`src/rtl/tmr_cc_pkg.sv`:
```
package tmr_cc_pkg;
  typedef enum logic [2:0] {
    OC_FROZEN       = 3'd0,
    OC_SET_ON_MATCH = 3'd1,
    OC_CLR_ON_MATCH = 3'd2,
    OC_TOGGLE       = 3'd3,
    OC_FORCE_LO     = 3'd4,
    OC_FORCE_HI     = 3'd5,
    OC_PWM_A        = 3'd6,
    OC_PWM_B        = 3'd7
  } oc_mode_e;

  typedef enum logic [1:0] {
    EDGE_RISE  = 2'd0,
    EDGE_FALL  = 2'd1,
    EDGE_BOTH  = 2'd2,
    EDGE_BOTH2 = 2'd3
  } edge_sel_e;
endpackage

```
`src/rtl/cc_in_filter.sv`:
```
module cc_in_filter #(
  parameter int SYNC_STAGES = 2,
  parameter int SEL_W       = 2
) (
  input  logic             clk_i,
  input  logic             rst_ni,
  input  logic             in_i,
  input  logic [SEL_W-1:0] sel_i,
  output logic             rise_o,
  output logic             fall_o
);
  localparam int MAX_N = 1 << ((1 << SEL_W) - 1);
  localparam int RUN_W = (MAX_N > 1) ? $clog2(MAX_N) : 1;

  logic [SYNC_STAGES-1:0] sync_q;
  logic                   smp;
  logic                   lvl_q;
  logic [RUN_W-1:0]       run_q;
  logic [RUN_W-1:0]       run_lim;
  logic                   accept;

  always_ff @(posedge clk_i or negedge rst_ni) begin
    if (!rst_ni) sync_q <= '0;
    else         sync_q <= {sync_q[SYNC_STAGES-2:0], in_i};
  end

  assign smp     = sync_q[SYNC_STAGES-1];
  assign run_lim = RUN_W'((1 << sel_i) - 1);
  assign accept  = (smp != lvl_q) && (run_q == run_lim);

  always_ff @(posedge clk_i or negedge rst_ni) begin
    if (!rst_ni) begin
      lvl_q <= 1'b0;
      run_q <= '0;
    end else if (smp == lvl_q) begin
      run_q <= '0;
    end else if (accept) begin
      lvl_q <= smp;
      run_q <= '0;
    end else begin
      run_q <= run_q + 1'b1;
    end
  end

  assign rise_o = accept &  smp;
  assign fall_o = accept & ~smp;
endmodule

```
`src/rtl/cc_in_presc.sv`:
```
module cc_in_presc
  import tmr_cc_pkg::*;
#(
  parameter int SEL_W = 2
) (
  input  logic             clk_i,
  input  logic             rst_ni,
  input  logic             en_i,
  input  logic             rise_i,
  input  logic             fall_i,
  input  edge_sel_e        edge_i,
  input  logic [SEL_W-1:0] sel_i,
  output logic             cap_o
);
  localparam int MAX_DIV = 1 << ((1 << SEL_W) - 1);
  localparam int CW      = (MAX_DIV > 1) ? $clog2(MAX_DIV) : 1;

  logic          qual;
  logic [CW-1:0] cnt_q;
  logic [CW-1:0] lim;

  always_comb begin
    unique case (edge_i)
      EDGE_RISE: qual = rise_i;
      EDGE_FALL: qual = fall_i;
      default:   qual = rise_i | fall_i;
    endcase
    qual = qual & en_i;
  end

  assign lim   = CW'((1 << sel_i) - 1);
  assign cap_o = qual && (cnt_q == lim);

  always_ff @(posedge clk_i or negedge rst_ni) begin
    if (!rst_ni)       cnt_q <= '0;
    else if (!en_i)    cnt_q <= '0;
    else if (cap_o)    cnt_q <= '0;
    else if (qual)     cnt_q <= cnt_q + 1'b1;
  end
endmodule

```
`src/rtl/cc_oc_gen.sv`:
```
module cc_oc_gen
  import tmr_cc_pkg::*;
#(
  parameter int CNT_W = 16
) (
  input  logic             clk_i,
  input  logic             rst_ni,
  input  logic             en_i,
  input  oc_mode_e         mode_i,
  input  logic [CNT_W-1:0] cnt_i,
  input  logic [CNT_W-1:0] ccr_i,
  input  logic             dir_down_i,
  output logic             match_evt_o,
  output logic             ref_o
);
  logic match, match_q, below, ref_q;

  assign match       = (cnt_i == ccr_i);
  assign match_evt_o = en_i && match && !match_q;
  // down-counting includes equality so the duty is symmetric in center-aligned use
  assign below       = dir_down_i ? (cnt_i <= ccr_i) : (cnt_i < ccr_i);

  always_ff @(posedge clk_i or negedge rst_ni) begin
    if (!rst_ni) match_q <= 1'b0;
    else         match_q <= en_i && match;
  end

  always_ff @(posedge clk_i or negedge rst_ni) begin
    if (!rst_ni) begin
      ref_q <= 1'b0;
    end else if (!en_i) begin
      ref_q <= 1'b0;
    end else begin
      unique case (mode_i)
        OC_FROZEN:       ref_q <= ref_q;
        OC_SET_ON_MATCH: if (match_evt_o) ref_q <= 1'b1;
        OC_CLR_ON_MATCH: if (match_evt_o) ref_q <= 1'b0;
        OC_TOGGLE:       if (match_evt_o) ref_q <= ~ref_q;
        OC_FORCE_LO:     ref_q <= 1'b0;
        OC_FORCE_HI:     ref_q <= 1'b1;
        OC_PWM_A:        ref_q <= below;
        OC_PWM_B:        ref_q <= ~below;
        default:         ref_q <= ref_q;
      endcase
    end
  end

  assign ref_o = ref_q;
endmodule

```
`src/rtl/cc_reg.sv`:
```
module cc_reg #(
  parameter int CNT_W = 16
) (
  input  logic             clk_i,
  input  logic             rst_ni,
  input  logic             cap_mode_i,
  input  logic             cap_evt_i,
  input  logic             match_evt_i,
  input  logic [CNT_W-1:0] cnt_i,
  input  logic             preload_i,
  input  logic             upd_i,
  input  logic             we_i,
  input  logic [CNT_W-1:0] wdata_i,
  input  logic             clr_i,
  output logic [CNT_W-1:0] ccr_o,
  output logic             flag_o,
  output logic             ovc_o
);
  logic [CNT_W-1:0] ccr_q, shadow_q;
  logic             flag_q, ovc_q, set_flag;

  always_ff @(posedge clk_i or negedge rst_ni) begin
    if (!rst_ni) begin
      ccr_q    <= '0;
      shadow_q <= '0;
    end else begin
      if (cap_mode_i) begin
        if (cap_evt_i) ccr_q <= cnt_i;
      end else begin
        if (we_i) shadow_q <= wdata_i;
        if (!preload_i && we_i)     ccr_q <= wdata_i;
        else if (preload_i && upd_i) ccr_q <= shadow_q;
      end
    end
  end

  assign set_flag = (cap_mode_i && cap_evt_i) || (!cap_mode_i && match_evt_i);

  always_ff @(posedge clk_i or negedge rst_ni) begin
    if (!rst_ni) begin
      flag_q <= 1'b0;
      ovc_q  <= 1'b0;
    end else begin
      if (set_flag)   flag_q <= 1'b1;
      else if (clr_i) flag_q <= 1'b0;
      if (cap_mode_i && cap_evt_i && flag_q) ovc_q <= 1'b1;
      else if (clr_i)                        ovc_q <= 1'b0;
    end
  end

  assign ccr_o  = ccr_q;
  assign flag_o = flag_q;
  assign ovc_o  = ovc_q;
endmodule

```
`src/rtl/tmr_cc_chan.sv`:
```
module tmr_cc_chan
  import tmr_cc_pkg::*;
#(
  parameter int CNT_W       = 16,
  parameter int SYNC_STAGES = 2,
  parameter int FLT_SEL_W   = 2,
  parameter int PSC_SEL_W   = 2
) (
  input  logic                 clk_i,
  input  logic                 rst_ni,
  input  logic [CNT_W-1:0]     cnt_i,
  input  logic                 dir_down_i,
  input  logic                 upd_i,
  input  logic                 cfg_capture_i,
  input  logic [2:0]           cfg_mode_i,
  input  logic                 cfg_pol_i,
  input  logic                 cfg_preload_i,
  input  logic [1:0]           cfg_edge_i,
  input  logic [FLT_SEL_W-1:0] cfg_flt_i,
  input  logic [PSC_SEL_W-1:0] cfg_psc_i,
  input  logic                 ccr_we_i,
  input  logic [CNT_W-1:0]     ccr_wdata_i,
  input  logic                 flag_clr_i,
  input  logic                 in_i,
  output logic                 out_o,
  output logic [CNT_W-1:0]     ccr_o,
  output logic                 flag_o,
  output logic                 ovc_o
);
  logic rise, fall, cap_evt, match_evt, oc_ref;
  logic [CNT_W-1:0] ccr_act;

  cc_in_filter #(.SYNC_STAGES(SYNC_STAGES), .SEL_W(FLT_SEL_W)) u_flt (
    .clk_i, .rst_ni, .in_i, .sel_i(cfg_flt_i), .rise_o(rise), .fall_o(fall)
  );

  cc_in_presc #(.SEL_W(PSC_SEL_W)) u_psc (
    .clk_i, .rst_ni, .en_i(cfg_capture_i), .rise_i(rise), .fall_i(fall),
    .edge_i(edge_sel_e'(cfg_edge_i)), .sel_i(cfg_psc_i), .cap_o(cap_evt)
  );

  cc_oc_gen #(.CNT_W(CNT_W)) u_oc (
    .clk_i, .rst_ni, .en_i(!cfg_capture_i), .mode_i(oc_mode_e'(cfg_mode_i)),
    .cnt_i, .ccr_i(ccr_act), .dir_down_i, .match_evt_o(match_evt), .ref_o(oc_ref)
  );

  cc_reg #(.CNT_W(CNT_W)) u_reg (
    .clk_i, .rst_ni, .cap_mode_i(cfg_capture_i), .cap_evt_i(cap_evt),
    .match_evt_i(match_evt), .cnt_i, .preload_i(cfg_preload_i), .upd_i,
    .we_i(ccr_we_i), .wdata_i(ccr_wdata_i), .clr_i(flag_clr_i),
    .ccr_o(ccr_act), .flag_o, .ovc_o
  );

  assign ccr_o = ccr_act;
  assign out_o = oc_ref ^ cfg_pol_i;
endmodule

```
`config.mk`:
```
export PLATFORM = sky130hd
export DESIGN_NAME = tmr_cc_chan
export DESIGN_NICKNAME = d
export VERILOG_FILES = /design/src/rtl/tmr_cc_pkg.sv /design/src/rtl/cc_in_filter.sv /design/src/rtl/cc_in_presc.sv /design/src/rtl/cc_oc_gen.sv /design/src/rtl/cc_reg.sv /design/src/rtl/tmr_cc_chan.sv
export SDC_FILE = /design/constraint.sdc
export NUM_CORES = 1
export LEC_CHECK = 0
export BUFFER_PORTS_ARGS = -buffer_cell sky130_fd_sc_hd__buf_2
export CAP_MARGIN = 5
export CORE_MARGIN = 4
export CORE_UTILIZATION = 43
export CTS_BUF_LIST = sky130_fd_sc_hd__clkbuf_4
export CTS_CLUSTER_SIZE = 28
export DETAILED_ROUTE_END_ITERATION = 12
export PLACE_DENSITY = 0.73
export SYNTH_ARGS = -nofsm -noshare
export SYNTH_HDL_FRONTEND = slang
export SYNTH_HIERARCHICAL = 1
export SYNTH_SLANG_ARGS = --single-unit
```
`constraint.sdc`:
```
create_clock -name clk_i -period 8.36 [get_ports clk_i]
set_clock_uncertainty 0.05 [all_clocks]
set_input_delay 0.836 -clock clk_i [delete_from_list [all_inputs] [get_ports clk_i]]
set_output_delay 0.836 -clock clk_i [all_outputs]
set_load 0.05 [all_outputs]
```
**Yosys cells after proc, flatten, opt, wreduce, memory -nomap -nowiden**

Cells that the tools add are included.

- Input bits: 51
- Flip-flop bits (word level): 45
- Word-level logic and storage cells: 88

- Equality and inequality tests: 19
- Add/sub/neg operators: 4
- Mux-type cells: 19
- Bitwise gates (word level): 10
- Reduce and logical (&&, ||, !) cells: 22
- Shifts and indexed selects: 2
- Magnitude comparators: 2

Operators with widths:

| kind | count |
|---|---|
| 2-to-1 mux 16 bit | 4 |
| == test 16 bit | 1 |
| <= comparator 16 bit | 1 |
| less-than comparator 16 bit | 1 |
| 2-to-1 mux 3 bit | 5 |
| == test 3 bit, second input constant | 4 |
| logical AND 1 bit | 9 |
| != test 3 x 2 -> 1 bit, second input constant | 3 |
| 2-to-1 mux 1 bit | 8 |
| case mux 1 bit (7 select lines) | 1 |
| adder 3 x 1 -> 3 bit, second input constant | 2 |
| == test 3 x 2 -> 1 bit, second input constant | 2 |
| == test 3 bit | 2 |
| AND reduction 2 bit | 3 |
| left shift 1 x 2 -> 3 bit, first input constant | 2 |
| subtractor 3 x 2 -> 3 bit, second input constant | 2 |
| inverter 1 bit | 5 |
| AND reduction 4 bit | 1 |
| nonzero test 2 bit | 2 |
| bitwise AND 1 bit | 3 |
| == test 3 x 1 -> 1 bit, second input constant | 1 |
| logical NOT 1 bit | 3 |
| logical NOT 3 bit | 1 |
| != test 3 x 1 -> 1 bit, second input constant | 1 |
| 11 further kinds | 11 |

**Depth between registers and ports, before layout**

- Depth in word-level cells: 12
- Depth in mapped cells: 12
- Gate-level depth less buffers: 10

**Modules after synthesis**

Netlist, hierarchy kept.

Modules (own cells, without submodules):

| module | instances | sequential area each (um2) | area an instance (um2) | cells each |
|---|---|---|---|---|
| cc_reg | 1 | 850.8 | 1714.1 | 137 |
| cc_oc_gen | 1 | 50.0 | 623.1 | 80 |
| cc_in_filter | 1 | 150.1 | 274.0 | 23 |
| cc_in_presc | 1 | 75.1 | 234.0 | 29 |
| tmr_cc_chan | 1 | 0.0 | 12.5 | 2 |

**Worst setup path before layout**

No wires, ideal clock.

- Kind: in2reg
- Start point: input port cfg_flt_i[0]
- End point: register u_reg.ccr_q[10] (netlist: u_reg/ccr_o[10])
- Slack: 5.175 ns
- Cell stages on the path: 12
- Buffers on the path: 2
- Arrival: 3.057 ns
- Cells stage by stage: inv_1 -> a2111o_1 -> a211oi_2 -> nor2b_1 -> o21ai_1 -> a22oi_2 -> and3_2 -> and2_1 -> buf_2 -> buf_2 -> a22oi_1 -> o2bb2ai_1

- Cells in the longest elaborated chain, start to end: 11

Ends and longest elaborated chain:

| what | line | RTL |
|---|---|---|
| start, declared | tmr_cc_chan.sv:19 | `input logic [FLT_SEL_W-1:0] cfg_flt_i,` |
| left shift 1 x 2 -> 3 bit (*) | cc_in_filter.sv:28 | `assign run_lim = RUN_W'((1 << sel_i) - 1);` |
| subtractor 3 x 2 -> 3 bit (*) | cc_in_filter.sv:28 |  |
| == test 3 bit (*) | cc_in_filter.sv:29 | `assign accept = (smp != lvl_q) && (run_q == run_lim);` |
| logical AND 1 bit (*) | cc_in_filter.sv:29 |  |
| bitwise AND 1 bit (*) | cc_in_filter.sv:46 | `assign fall_o = accept & ~smp;` |
| via fall | tmr_cc_chan.sv:30 | `logic rise, fall, cap_evt, match_evt, oc_ref;` |
| OR 1 bit | cc_in_presc.sv:26 | `default: qual = rise_i \| fall_i;` |
| case mux 1 bit (2 select lines) (*) | cc_in_presc.sv:23 | `unique case (edge_i)` |
| bitwise AND 1 bit (*) | cc_in_presc.sv:28 | `qual = qual & en_i;` |
| logical AND 1 bit (*) | cc_in_presc.sv:32 | `assign cap_o = qual && (cnt_q == lim);` |
| via cap_evt | tmr_cc_chan.sv:30 |  |
| != test 2 x 1 -> 1 bit (no line) (*) | -- |  |
| AND reduction 2 bit (no line) (*) | -- |  |
| end signal, assigned | cc_reg.sv:28 | `if (cap_evt_i) ccr_q <= cnt_i;` |
| end signal, assigned | cc_reg.sv:31 | `if (!preload_i && we_i) ccr_q <= wdata_i;` |
| end signal, assigned | cc_reg.sv:32 | `else if (preload_i && upd_i) ccr_q <= shadow_q;` |
| end, declared | cc_reg.sv:19 | `logic [CNT_W-1:0] ccr_q, shadow_q;` |

Mark *: on every way through the listed nets, which the timed path passes. The rest lies on a longest branch.
A chain may end at the register's enable or synchronous reset.

**Worst setup path in the final report**

- Start point: input port cfg_flt_i[0]
- End point: register u_reg.ccr_q[12] (netlist: u_reg/ccr_o[12])

The elaborated chain is that of the path after synthesis.

==> impl_metrics.py <==
metrics = {
    "outcome": {
        "outcome": "complete, no violations",
    },
    "sta": {
        "tightestPinTransition_ps": 1030,
        "setup_tns_ps": 0,
        "hold_viol_final": 0,
        "drv_slew": 0,
        "setup-violations-final": 0,
        "fmax_ghz": 0.299,
        "slew_headroom_pct": 31.6,
        "timing.final.crit_period_ps": 3350,
        "fin_crit_sh_pct": 40.0,
        "rsz0062_at_grt": "no",
    },
    "yosys": {
        "synth-async-reset-ratio_pct": 100,
        "synth.largest_area_cell": "dfrtp_1",
        "synth-seq-cells": 45,
        "synth.net_count": 340,
        "avgSynthCellArea_sq_um": 10.5,
        "syn_area_sq_um": 2860,
        "synth_common_cells": "dfrtp_1 (45), inv_1 (23), ha_1 (18)",
        "ys_top_cells_by_area": "dfrtp_1 (39%), ha_1 (7.9%), mux2_1 (6.3%)",
        "synth_edf_count": 0,
        "synth.distinct_cells": 50,
        "synthFlopType": "dfrtp_1",
        "yosysWarnings": 6,
        "yosys.area.top_type_share_pct": 39.4,
        "seq_area_frac_synth_pct": 39.4,
        "synth_cells": 271,
        "synth_most_common_cell": "dfrtp_1",
    },
    "detailed_routing": {
        "drc": 0,
        "firstDrtPassIters": 4,
        "routed_wl_mm": 6.65,
        "vias": 2292,
        "routedWlPerCell_um": 16.2,
        "first_iter_violations": 112,
        "postRouteAntennaNets": 0,
        "viasPerCell": 5.58,
    },
    "placement": {
        "dp_cells": 403,
        "port_buffers": 69,
        "globalplace.congestion": 0.798,
        "hpwl_mm": 4.95,
    },
    "floorplanning": {
        "num_rows": 29,
        "core_sq_um": 6390,
        "ios": 70,
        "die_h_um": 89.5,
        "die-area_sq_um": 8010,
        "die_w_um": 89.5,
        "start_util_pct": 44.7,
    },
    "global_route": {
        "grt_pass1_vias": 2213,
        "grt.overflow.total": 0,
        "grt_max_degree": 46,
        "grt_pass1_wl_mm": 10.6,
        "antenna_found_initial": 0,
        "gr-usage-all-layers_pct": 17.3,
    },
    "power": {
        "power_leakage_nw": 1.58,
        "p_per_area_nw_per_um2": 198,
        "ir_drop_v": 0.000104,
    },
    "flow_run": {
        "cap_violations": 0,
    },
    "setup_path": {
        "path_class": "in2reg",
        "cp-end-kind": "flip-flop",
        "required_ps": 8600,
        "crit_path_start_kind": "input pin",
        "path_max_fanout": 18,
        "critPathArrivalTime_ps": 3590,
    },
    "cts": {
        "cts-hold-fix-buffers": 0,
        "htreeDepth": 2,
        "clkSlewWorstSetupHoldPaths_ps": 140,
        "root_buffer": "clkbuf_4",
        "cts_buffers": 5,
        "clk_latency_ps": 360,
        "cts.path.max_buffers": 2,
        "post_cts.repair.setup_buffers": 0,
        "cts-resized-gates": 0,
        "cts_tree": "yes",
        "clock_sinks": 45,
    },
    "worst_hold_path": {
        "min_path_type": "reg2reg",
    },
    "final_layout": {
        "diodes": 0,
        "layoutNonFillerInstCount": 411,
        "layout-drive-gt1-share_pct": 26.9,
        "synthToLayoutAreaGrowth_pct": 15.5,
        "fillers": 597,
        "fin_nets": 402,
    },
}
-- path summary, 6_finish.rpt --
kind,slack [ps],start,depth (start not counted),end
max,5010,cfg_flt_i[0],11,u_reg/ccr_o[12]$_DFFE_PN0P_
min reg2reg,320,u_flt/sync_q[0]$_DFF_PN0_,0,u_flt/sync_q[1]$_DFF_PN0_
max reg2reg,5110,u_flt/run_q[0]$_DFF_PN0_,9,u_reg/ccr_o[12]$_DFFE_PN0P_
min in group asynchronous,580,rst_ni,1,u_reg/ovc_o$_DFFE_PN0P_
min,320,u_flt/sync_q[0]$_DFF_PN0_,0,u_flt/sync_q[1]$_DFF_PN0_
max in group asynchronous,7050,rst_ni,1,u_psc/cnt_q[0]$_DFFE_PN0P_
-- layout make-up --
| class | instances | area (sq um) | area share [%] |
|---|---|---|---|
| multi-input cells | 188 | 1560 | 47.3 |
| clock inverters | 3 | 41.3 | 1.25 |
| well taps | 77 | 96.3 | 2.92 |
| inverters | 24 | 92.6 | 2.81 |
| clock buffers | 5 | 37.5 | 1.14 |
| repair buffers | 69 | 345 | 10.5 |
| flip-flops and latches | 45 | 1130 | 34.1 |
-- critical path, cell delays in order --
cell and delay [ps]:
buf_2 90, inv_1 50, a2111o_1 370, a211oi_2 410, nor2b_1 220, o21ai_1 100, a22oi_2 320, and3_2 270
and2_1 590, a22oi_1 140, o2bb2ai_1 190
-- per-stage QoR --
| stage | util, % | setup WS (ps) | hold WS (ps) | area, sq um | total power [mW] |
|---|---|---|---|---|---|
| finish | 51.7 | 5010 | 321 | 3300 | 0.653 |
| CTS | 51.7 | 5010 | 323 | 3300 | 0.661 |
| global route | 51.7 | 4840 | 336 | 3300 | 0.697 |
| detailed placement | 50.5 | 4620 | 292 | 3220 | 0.524 |
| floorplan | - | 5180 | 281 | 2860 | 0.459 |
| global placement | 50.5 | 4730 | 284 | 3220 | 0.518 |
-- flip-flops by register name, summed over array words and instances, names as in the netlist --
signal and flops:
u_reg/ccr_o 16, u_reg/shadow_q 16, u_flt/run_q 3, u_psc/cnt_q 3, u_flt/sync_q 2, u_flt/lvl_q 1, u_oc/match_q 1, u_oc/ref_o 1
u_reg/flag_o 1, u_reg/ovc_o 1
-- layout by cell type (no fill, tap or decap), types with 3 or more instances in the layout --
master and count:
a211oi_1 17, a21oi_1 10, a22oi_1 16, and3b_1 16, buf_2 69, clkbuf_4 5, dfrtp_1 45, ha_1 18
inv_1 23, mux2_1 16, nand2_1 10, nand2b_1 3, nand3_1 8, nand4_1 6, nor2_1 10, nor3_1 3
o2bb2ai_1 16
-- power breakdown --
group | internal, mW | leakage, nW | switching (mW)
logic | 0.0856 | 0.996 | 0.150
clock network | 0.0620 | 0.0389 | 0.0738
registers | 0.253 | 0.549 | 0.0284
-- metal layers --
| metal | vias to the layer above | part of all wire (%) | global-route usage (%) |
|---|---|---|---|
| met2 | 61 | 47 | 28.0 |
| li1 | 1143 | - | - |
| met3 | 4 | 4.6 | 3.13 |
| met1 | 1084 | 47 | 23.6 |
| met4 | 0 | 0.98 | 4.87 |
| met5 | - | 0 | 0 |
-- cell families after synthesis --
group / synth area share (%)
xor+xnor: 1.23
compound gates: 20.2
buf+inv: 5.95
fa+ha+maj: 7.88
mux: 8.49
simple gates: 16.9
flops: 39.4
Note: power is estimated with default switching activity, not from simulation.
